**config.mk**
```make
export PLATFORM = sky130hd
export DESIGN_NAME = lpc_compositor
export DESIGN_NICKNAME = d
export VERILOG_FILES = /design/src/rtl/lpc_pkg.sv /design/src/rtl/lpc_rank.sv /design/src/rtl/lpc_min_select.sv /design/src/rtl/lpc_col_counter.sv /design/src/rtl/lpc_compositor.sv
export SDC_FILE = /design/constraint.sdc
export NUM_CORES = 1
export LEC_CHECK = 0
export ABC_CLOCK_PERIOD_IN_PS = 1500
export BUFFER_PORTS_ARGS = -buffer_cell sky130_fd_sc_hd__buf_2
export CELL_PAD_IN_SITES_DETAIL_PLACEMENT = 1
export CELL_PAD_IN_SITES_GLOBAL_PLACEMENT = 2
export CORE_AREA = 2 2 104 106
export CTS_CLUSTER_SIZE = 25
export DETAILED_ROUTE_END_ITERATION = 7
export DIE_AREA = 0 0 106 108
export PLACE_DENSITY_LB_ADDON = 0.1
export SETUP_SLACK_MARGIN = 0.2
export SYNTH_ARGS = -nofsm -noshare
export SYNTH_HDL_FRONTEND = slang
export SYNTH_SLANG_ARGS = --single-unit
```
**constraint.sdc**
```tcl
create_clock -name clk -period 1.5 [get_ports clk]
set_input_delay 0.15 -clock clk [delete_from_list [all_inputs] [get_ports clk]]
set_output_delay 0.15 -clock clk [all_outputs]
set_load 0.005 [all_outputs]
```
**src/rtl/lpc_pkg.sv**
```systemverilog
package lpc_pkg;
  localparam int unsigned LPC_NUM_BG    = 4;
  localparam int unsigned LPC_COLOR_W   = 15;
  localparam int unsigned LPC_PRIO_W    = 2;
  localparam int unsigned LPC_LINE_W    = 240;
  localparam int unsigned LPC_VIS_LINES = 160;
  localparam int unsigned LPC_ROW_W     = 8;
endpackage

```
**src/rtl/lpc_rank.sv**
```systemverilog
// Builds one ordering key per layer: {absent, depth, layer index}.
// A smaller key is nearer to the viewer, so the index settles ties.
module lpc_rank #(
  parameter int unsigned NUM_LAYERS = 5,
  parameter int unsigned PRIO_W     = 2,
  parameter int unsigned IDX_W      = 3,
  parameter int unsigned KEY_W      = 1 + PRIO_W + IDX_W
) (
  input  logic [NUM_LAYERS-1:0]        lay_valid,
  input  logic [NUM_LAYERS*PRIO_W-1:0] lay_prio,
  output logic [NUM_LAYERS*KEY_W-1:0]  lay_key
);
  for (genvar i = 0; i < NUM_LAYERS; i++) begin : g_key
    assign lay_key[i*KEY_W +: KEY_W] =
      {~lay_valid[i], lay_prio[i*PRIO_W +: PRIO_W], IDX_W'(i)};
  end
endmodule

```
**src/rtl/lpc_min_select.sv**
```systemverilog
// Linear minimum search over the layer keys.
module lpc_min_select #(
  parameter int unsigned NUM_LAYERS = 5,
  parameter int unsigned IDX_W      = 3,
  parameter int unsigned KEY_W      = 6
) (
  input  logic [NUM_LAYERS*KEY_W-1:0] lay_key,
  output logic [IDX_W-1:0]            win_idx,
  output logic                        win_hit
);
  logic [KEY_W-1:0] best [NUM_LAYERS];

  assign best[0] = lay_key[0 +: KEY_W];
  for (genvar i = 1; i < NUM_LAYERS; i++) begin : g_chain
    assign best[i] = (lay_key[i*KEY_W +: KEY_W] < best[i-1]) ?
                     lay_key[i*KEY_W +: KEY_W] : best[i-1];
  end

  assign win_hit = ~best[NUM_LAYERS-1][KEY_W-1];
  assign win_idx = best[NUM_LAYERS-1][IDX_W-1:0];
endmodule

```
**src/rtl/lpc_col_counter.sv**
```systemverilog
// Column index of the next accepted pixel; wraps at the line width.
module lpc_col_counter #(
  parameter int unsigned LINE_W = 240,
  parameter int unsigned X_W    = $clog2(LINE_W)
) (
  input  logic           clk,
  input  logic           rst_n,
  input  logic           adv,
  output logic [X_W-1:0] x_cur
);
  localparam logic [X_W-1:0] X_LAST = X_W'(LINE_W - 1);

  logic [X_W-1:0] x_q, x_d;

  always_comb begin
    x_d = x_q;
    if (adv) begin
      x_d = (x_q == X_LAST) ? '0 : x_q + 1'b1;
    end
  end

  always_ff @(posedge clk or negedge rst_n) begin
    if (!rst_n) x_q <= '0;
    else        x_q <= x_d;
  end

  assign x_cur = x_q;

  a_r7_x_in_range: assert property (@(posedge clk) disable iff (!rst_n)
    x_q <= X_LAST);
  a_r7_wrap: assert property (@(posedge clk) disable iff (!rst_n)
    (adv && x_q == X_LAST) |=> (x_q == '0));
  a_r8_hold_idle: assert property (@(posedge clk) disable iff (!rst_n)
    !adv |=> $stable(x_q));
endmodule

```
**src/rtl/lpc_compositor.sv**
```systemverilog
module lpc_compositor
  import lpc_pkg::*;
#(
  parameter int unsigned NUM_BG    = LPC_NUM_BG,
  parameter int unsigned COLOR_W   = LPC_COLOR_W,
  parameter int unsigned PRIO_W    = LPC_PRIO_W,
  parameter int unsigned LINE_W    = LPC_LINE_W,
  parameter int unsigned VIS_LINES = LPC_VIS_LINES,
  parameter int unsigned ROW_W     = LPC_ROW_W
) (
  input  logic                      clk,
  input  logic                      rst_n,
  input  logic                      pix_en,
  input  logic [ROW_W-1:0]          row,
  input  logic [NUM_BG-1:0]         bg_valid,
  input  logic [NUM_BG*COLOR_W-1:0] bg_color,
  input  logic [NUM_BG*PRIO_W-1:0]  bg_prio,
  input  logic                      obj_valid,
  input  logic [COLOR_W-1:0]        obj_color,
  input  logic [PRIO_W-1:0]         obj_prio,
  input  logic [COLOR_W:0]          backdrop,
  output logic                      px_valid,
  output logic [$clog2(LINE_W)-1:0] px_x,
  output logic [COLOR_W-1:0]        px_color
);
  localparam int unsigned NUM_LAYERS = NUM_BG + 1;
  localparam int unsigned IDX_W      = $clog2(NUM_LAYERS);
  localparam int unsigned KEY_W      = 1 + PRIO_W + IDX_W;
  localparam int unsigned X_W        = $clog2(LINE_W);

  // Layer 0 is the sprite plane, so it wins ties; backgrounds follow.
  logic [NUM_LAYERS-1:0]         lay_valid;
  logic [NUM_LAYERS*PRIO_W-1:0]  lay_prio;
  logic [NUM_LAYERS*COLOR_W-1:0] lay_color;
  logic [NUM_LAYERS*KEY_W-1:0]   lay_key;
  logic [IDX_W-1:0]              win_idx;
  logic                          win_hit;
  logic                          accept;
  logic [X_W-1:0]                x_cur;
  logic [COLOR_W-1:0]            sel_color;
  logic                          unused_backdrop_msb;

  assign lay_valid = {bg_valid, obj_valid};
  assign lay_prio  = {bg_prio, obj_prio};
  assign lay_color = {bg_color, obj_color};
  assign unused_backdrop_msb = backdrop[COLOR_W];

  assign accept = pix_en && (row < ROW_W'(VIS_LINES));

  lpc_rank #(
    .NUM_LAYERS (NUM_LAYERS),
    .PRIO_W     (PRIO_W),
    .IDX_W      (IDX_W),
    .KEY_W      (KEY_W)
  ) u_rank (
    .lay_valid (lay_valid),
    .lay_prio  (lay_prio),
    .lay_key   (lay_key)
  );

  lpc_min_select #(
    .NUM_LAYERS (NUM_LAYERS),
    .IDX_W      (IDX_W),
    .KEY_W      (KEY_W)
  ) u_select (
    .lay_key (lay_key),
    .win_idx (win_idx),
    .win_hit (win_hit)
  );

  lpc_col_counter #(
    .LINE_W (LINE_W),
    .X_W    (X_W)
  ) u_col (
    .clk   (clk),
    .rst_n (rst_n),
    .adv   (accept),
    .x_cur (x_cur)
  );

  // Colour mux; the backdrop loses its top bit.
  always_comb begin
    sel_color = backdrop[COLOR_W-1:0];
    for (int i = 0; i < NUM_LAYERS; i++) begin
      if (win_hit && win_idx == IDX_W'(i)) begin
        sel_color = lay_color[i*COLOR_W +: COLOR_W];
      end
    end
  end

  // Output stage: next-state, then register.
  logic               vld_q, vld_d;
  logic [X_W-1:0]     x_q, x_d;
  logic [COLOR_W-1:0] col_q, col_d;

  always_comb begin
    vld_d = accept;
    x_d   = x_q;
    col_d = col_q;
    if (accept) begin
      x_d   = x_cur;
      col_d = sel_color;
    end
  end

  always_ff @(posedge clk or negedge rst_n) begin
    if (!rst_n) begin
      vld_q <= 1'b0;
      x_q   <= '0;
      col_q <= '0;
    end else begin
      vld_q <= vld_d;
      x_q   <= x_d;
      col_q <= col_d;
    end
  end

  assign px_valid = vld_q;
  assign px_x     = x_q;
  assign px_color = col_q;

  a_r4_winner_present: assert property (@(posedge clk) disable iff (!rst_n)
    win_hit |-> lay_valid[win_idx]);
  a_r5_none_present: assert property (@(posedge clk) disable iff (!rst_n)
    !win_hit |-> (lay_valid == '0));
  a_r5_backdrop_out: assert property (@(posedge clk) disable iff (!rst_n)
    (accept && lay_valid == '0) |=> (px_color == $past(backdrop[COLOR_W-1:0])));
  a_r6_strobe: assert property (@(posedge clk) disable iff (!rst_n)
    accept |=> px_valid);
  a_r8_no_strobe: assert property (@(posedge clk) disable iff (!rst_n)
    !accept |=> !px_valid);
  a_r8_hold_out: assert property (@(posedge clk) disable iff (!rst_n)
    !accept |=> ($stable(px_color) && $stable(px_x)));
  a_r3_sprite_tie: assert property (@(posedge clk) disable iff (!rst_n)
    (accept && obj_valid && obj_prio == '0) |=> (px_color == $past(obj_color)));
endmodule

```
==> impl_metrics.csv <==
group,metric,value,unit
run_status,status,"finished with violations",
run_status,violations,"setup timing",
power_and_ir_drop,vdd.ir_drop.worst,0.341,mV
worst_setup_path,cpPeakStageDelay,320,ps
placement,gp_congestion,0.793,
logic_synthesis,synth_seq_area_share,32.9,%
layout,nets,594,
clocking,cts.sinks,32,
sta,setup_tns,-38560,ps
sta,fin_crit,4090,ps
routing,drtAntennaViolNets,0,
logic_synthesis,syn-cell-area,2430,sq um
global_route,overflow,0,
worst_setup_path,cp-start-kind,"primary input",
worst_setup_path,end_kind,"flop",
floorplanning,dieArea,11400,sq um
routing,drcViolationCount,0,
layout,drive_above_1_share,57.8,%
worst_setup_path,crit_slowest_cell,"mux2_4",
hold_path,worstHoldPathType,"primary input to flop",
clocking,cts_tree,"done",
worst_setup_path,worstPathArrival,4250,ps
routing,routed_wl,9.26,mm
clocking,cts_max_level,2,
run,cap_violations,0,
clocking,cts_max_path_buffers,2,
sta,slew_headroom,71.0,%
sta,maxSlewViolCount,0,
sta,hold_viol,0,
placement,dp_hpwl,7.49,mm
routing,via_per_inst,4.58,
floorplanning,die_w,106,microns
layout,n_antenna_cell,0,
logic_synthesis,mappedNetlistNets,405,
global_route,grt_usage,16.0,%
sta,timing.fmax,244,MHz
worst_setup_path,criticalPathCategory,"primary input to flop",
power_and_ir_drop,p_sw,1.26,mW
power_and_ir_drop,seqPwrFrac,33.2,%
clocking,insertion_delay,270,ps
global_route,antenna_found_initial,0,
logic_synthesis,syn_area_per_cell,8.84,sq um
hold_path,min_from,"bg_color[50]",
floorplanning,fp.coreArea,10200,sq um
power_and_ir_drop,p_int,2.42,mW
routing,first_iter_violations,51,
floorplanning,rows,37,
global_route,grt_max_degree,33,
floorplanning,initial_core_util,23.8,%
power_and_ir_drop,p_comb_share,50.1,%
worst_setup_path,r2r-start,"u_col.x_cur[3]",
placement,postPlaceCellArea,3660,sq um
clocking,clockRootBuffer,"clkbuf_8",
logic_synthesis,yosysWarnings,0,
routing,wl_per_cell,15.4,microns
worst_setup_path,critical_path_required,1650,ps
layout,fin_util,39.3,%
global_route,grt_pass1_wl,14.5,mm
sta,setup_ws,-2590,ps
sta,clock_skew,5.99,ps
logic_synthesis,ys.flop_type,"dfrtp_1",
sta,worstMarginPinSlew,434,ps
routing,firstDrtPassIters,4,
worst_setup_path,cp_cell_sequence,"buf_8 -> ha_4 -> a21oi_2 -> o21ba_4 -> mux2_4 -> inv_4 -> ha_4 -> o21ba_4 -> nor2_4 -> a21oi_2 -> mux2i_2 -> ha_1 -> o21bai_2 -> nand2_1 -> a32oi_2 -> buf_4 -> o21a_1 -> ha_4 -> a21oi_2 -> nor2_1 -> a211o_1 -> nor3b_4 -> buf_4 -> a221o_1",
layout,area_growth,65.4,%
floorplanning,pin_count,141,
power_and_ir_drop,switching_share,34.2,%
logic_synthesis,synth_cell_types,45,
floorplanning,die_y,108,microns
global_route,grt_pass1_vias,3008,
routing,dr_total_vias,2748,
sta,hold_ws,104,ps
power_and_ir_drop,p_leak,1.98,nW
logic_synthesis,syn_inst,275,
sta,rsz0062_at_grt,"yes",
power_and_ir_drop,pwr_density_cell,914,nW/um^2
sta,fin_crit_sh,273,%
clocking,numCtsBuffers,5,
placement,port_buffers,134,
power_and_ir_drop,pwr-share-clk,16.8,%
logic_synthesis,synthArstFlopShare,100,%
sta,setup-violations-final,15,
logic_synthesis,synth_seq_cells,32,
clocking,path_clk_slew,70,ps
worst_setup_path,critPathMaxFanout,3,
worst_setup_path,crit_start,"bg_prio[1]",
logic_synthesis,synth-edff-count,0,
layout,stdcell_area,4020,sq um
## routing by layer
| layer | global-route usage, % | wire (microns) |
|---|---|---|
| met5 | 0 | 0 |
| met4 | 3.95 | 114 |
| met3 | 2.83 | 445 |
| met2 | 30.8 | 5020 |
| met1 | 18.1 | 3680 |
## path summary, 6_finish.rpt
check,to,slack (ps),depth (start not counted)
worst max-delay path,px_color[7],-2590,24
worst min-delay path,px_color[5],100,2
worst max register to register,u_col.x_cur[0],210,5
worst min register to register,px_x[3],480,2
max in group asynchronous,px_color[9],750,3
min in group asynchronous,px_x[4],440,3
## critical path: cells and delay by family
kind | cells | cell delay, ps
mux | 2 | 530
buf+inv | 4 | 480
simple gates | 4 | 440
compound gates | 10 | 1720
fa+ha+maj | 4 | 910
## cells in the mapped netlist (3+ instances only)
| master | count | area [sq um] |
|---|---|---|
| mux2_2 | 17 | 191 |
| clkbuf_1 | 7 | 26.3 |
| dfrtp_1 | 32 | 801 |
| nand2b_1 | 12 | 75.1 |
| buf_2 | 3 | 15.0 |
| a221o_1 | 15 | 150 |
| a21oi_1 | 21 | 105 |
| inv_1 | 14 | 52.6 |
| or2b_1 | 8 | 60.1 |
| nand2_1 | 32 | 120 |
| o21ai_0 | 6 | 30.0 |
| nor2_1 | 41 | 154 |
| o221a_2 | 15 | 169 |
| ha_1 | 13 | 163 |
## repair_timing
item,4_1_cts,5_1_grt
hold buffers,1,0
hold endpoints to repair,32,0
resized for setup,17,21
pin swaps,19,17
setup endpoints to repair,20,21
gates cloned,1,0
setup buffers,9,4
## kinds of logic after synthesis
| kind of cell | Yosys count | share of synthesized area, % |
|---|---|---|
| simple gates | 108 | 21.4 |
| compound gates | 72 | 24.3 |
| flops | 32 | 32.9 |
| buf+inv | 28 | 4.94 |
| mux | 18 | 8.29 |
| fa+ha+maj | 13 | 6.69 |
| xor+xnor | 4 | 1.44 |
## stage by stage
stage | setup WS, ps | cells | power, mW
3_5_place_dp | -3080 | 578 | 2.86
5_1_grt | -2780 | 600 | 3.99
4_1_cts | -2610 | 596 | 3.63
6_report | -2590 | 600 | 3.68
3_3_place_gp | -2920 | 578 | 2.83
2_1_floorplan | -3090 | 275 | 2.08
## layout by cell type, fill, tap and decap left out, drive strengths merged, types with 6 or more instances in the layout
cell	netlist	layout
o21ai	6	6
o221a	15	15
nand2b	12	12
mux2	17	17
ha	13	13
a221o	15	15
a21oi	21	21
nor2	41	41
buf	6	194
inv	14	14
nand2	32	32
dfrtp	32	32
clkbuf	7	6
or2b	8	8
## final cells by class
class | instances | area, sq um
timing repair buffer | 195 | 1220
inverter | 15 | 67.6
sequential | 32 | 801
fill | 1279 | 6210
tap | 136 | 170
clock buffer | 6 | 72.6
clock inverter | 1 | 5.00
multi-input combinational | 215 | 1690
## power by group through the flow
| stage | combinational [mW] | sequential (mW) | clock, mW |
|---|---|---|---|
| after floorplan | 0.833 | 1.25 | 0 |
| after global placement | 1.58 | 1.24 | 0 |
| after detailed placement | 1.61 | 1.25 | 0 |
| after CTS | 1.75 | 1.22 | 0.654 |
| after global routing | 2.05 | 1.25 | 0.690 |
| final | 1.84 | 1.22 | 0.617 |
## flip-flops by register name, indices dropped and copies added (netlist names)
| signal | count |
|---|---|
| u_col.x_cur | 8 |
| px_x | 8 |
| px_color | 15 |
| px_valid | 1 |
(Power assumes the default switching activity.)
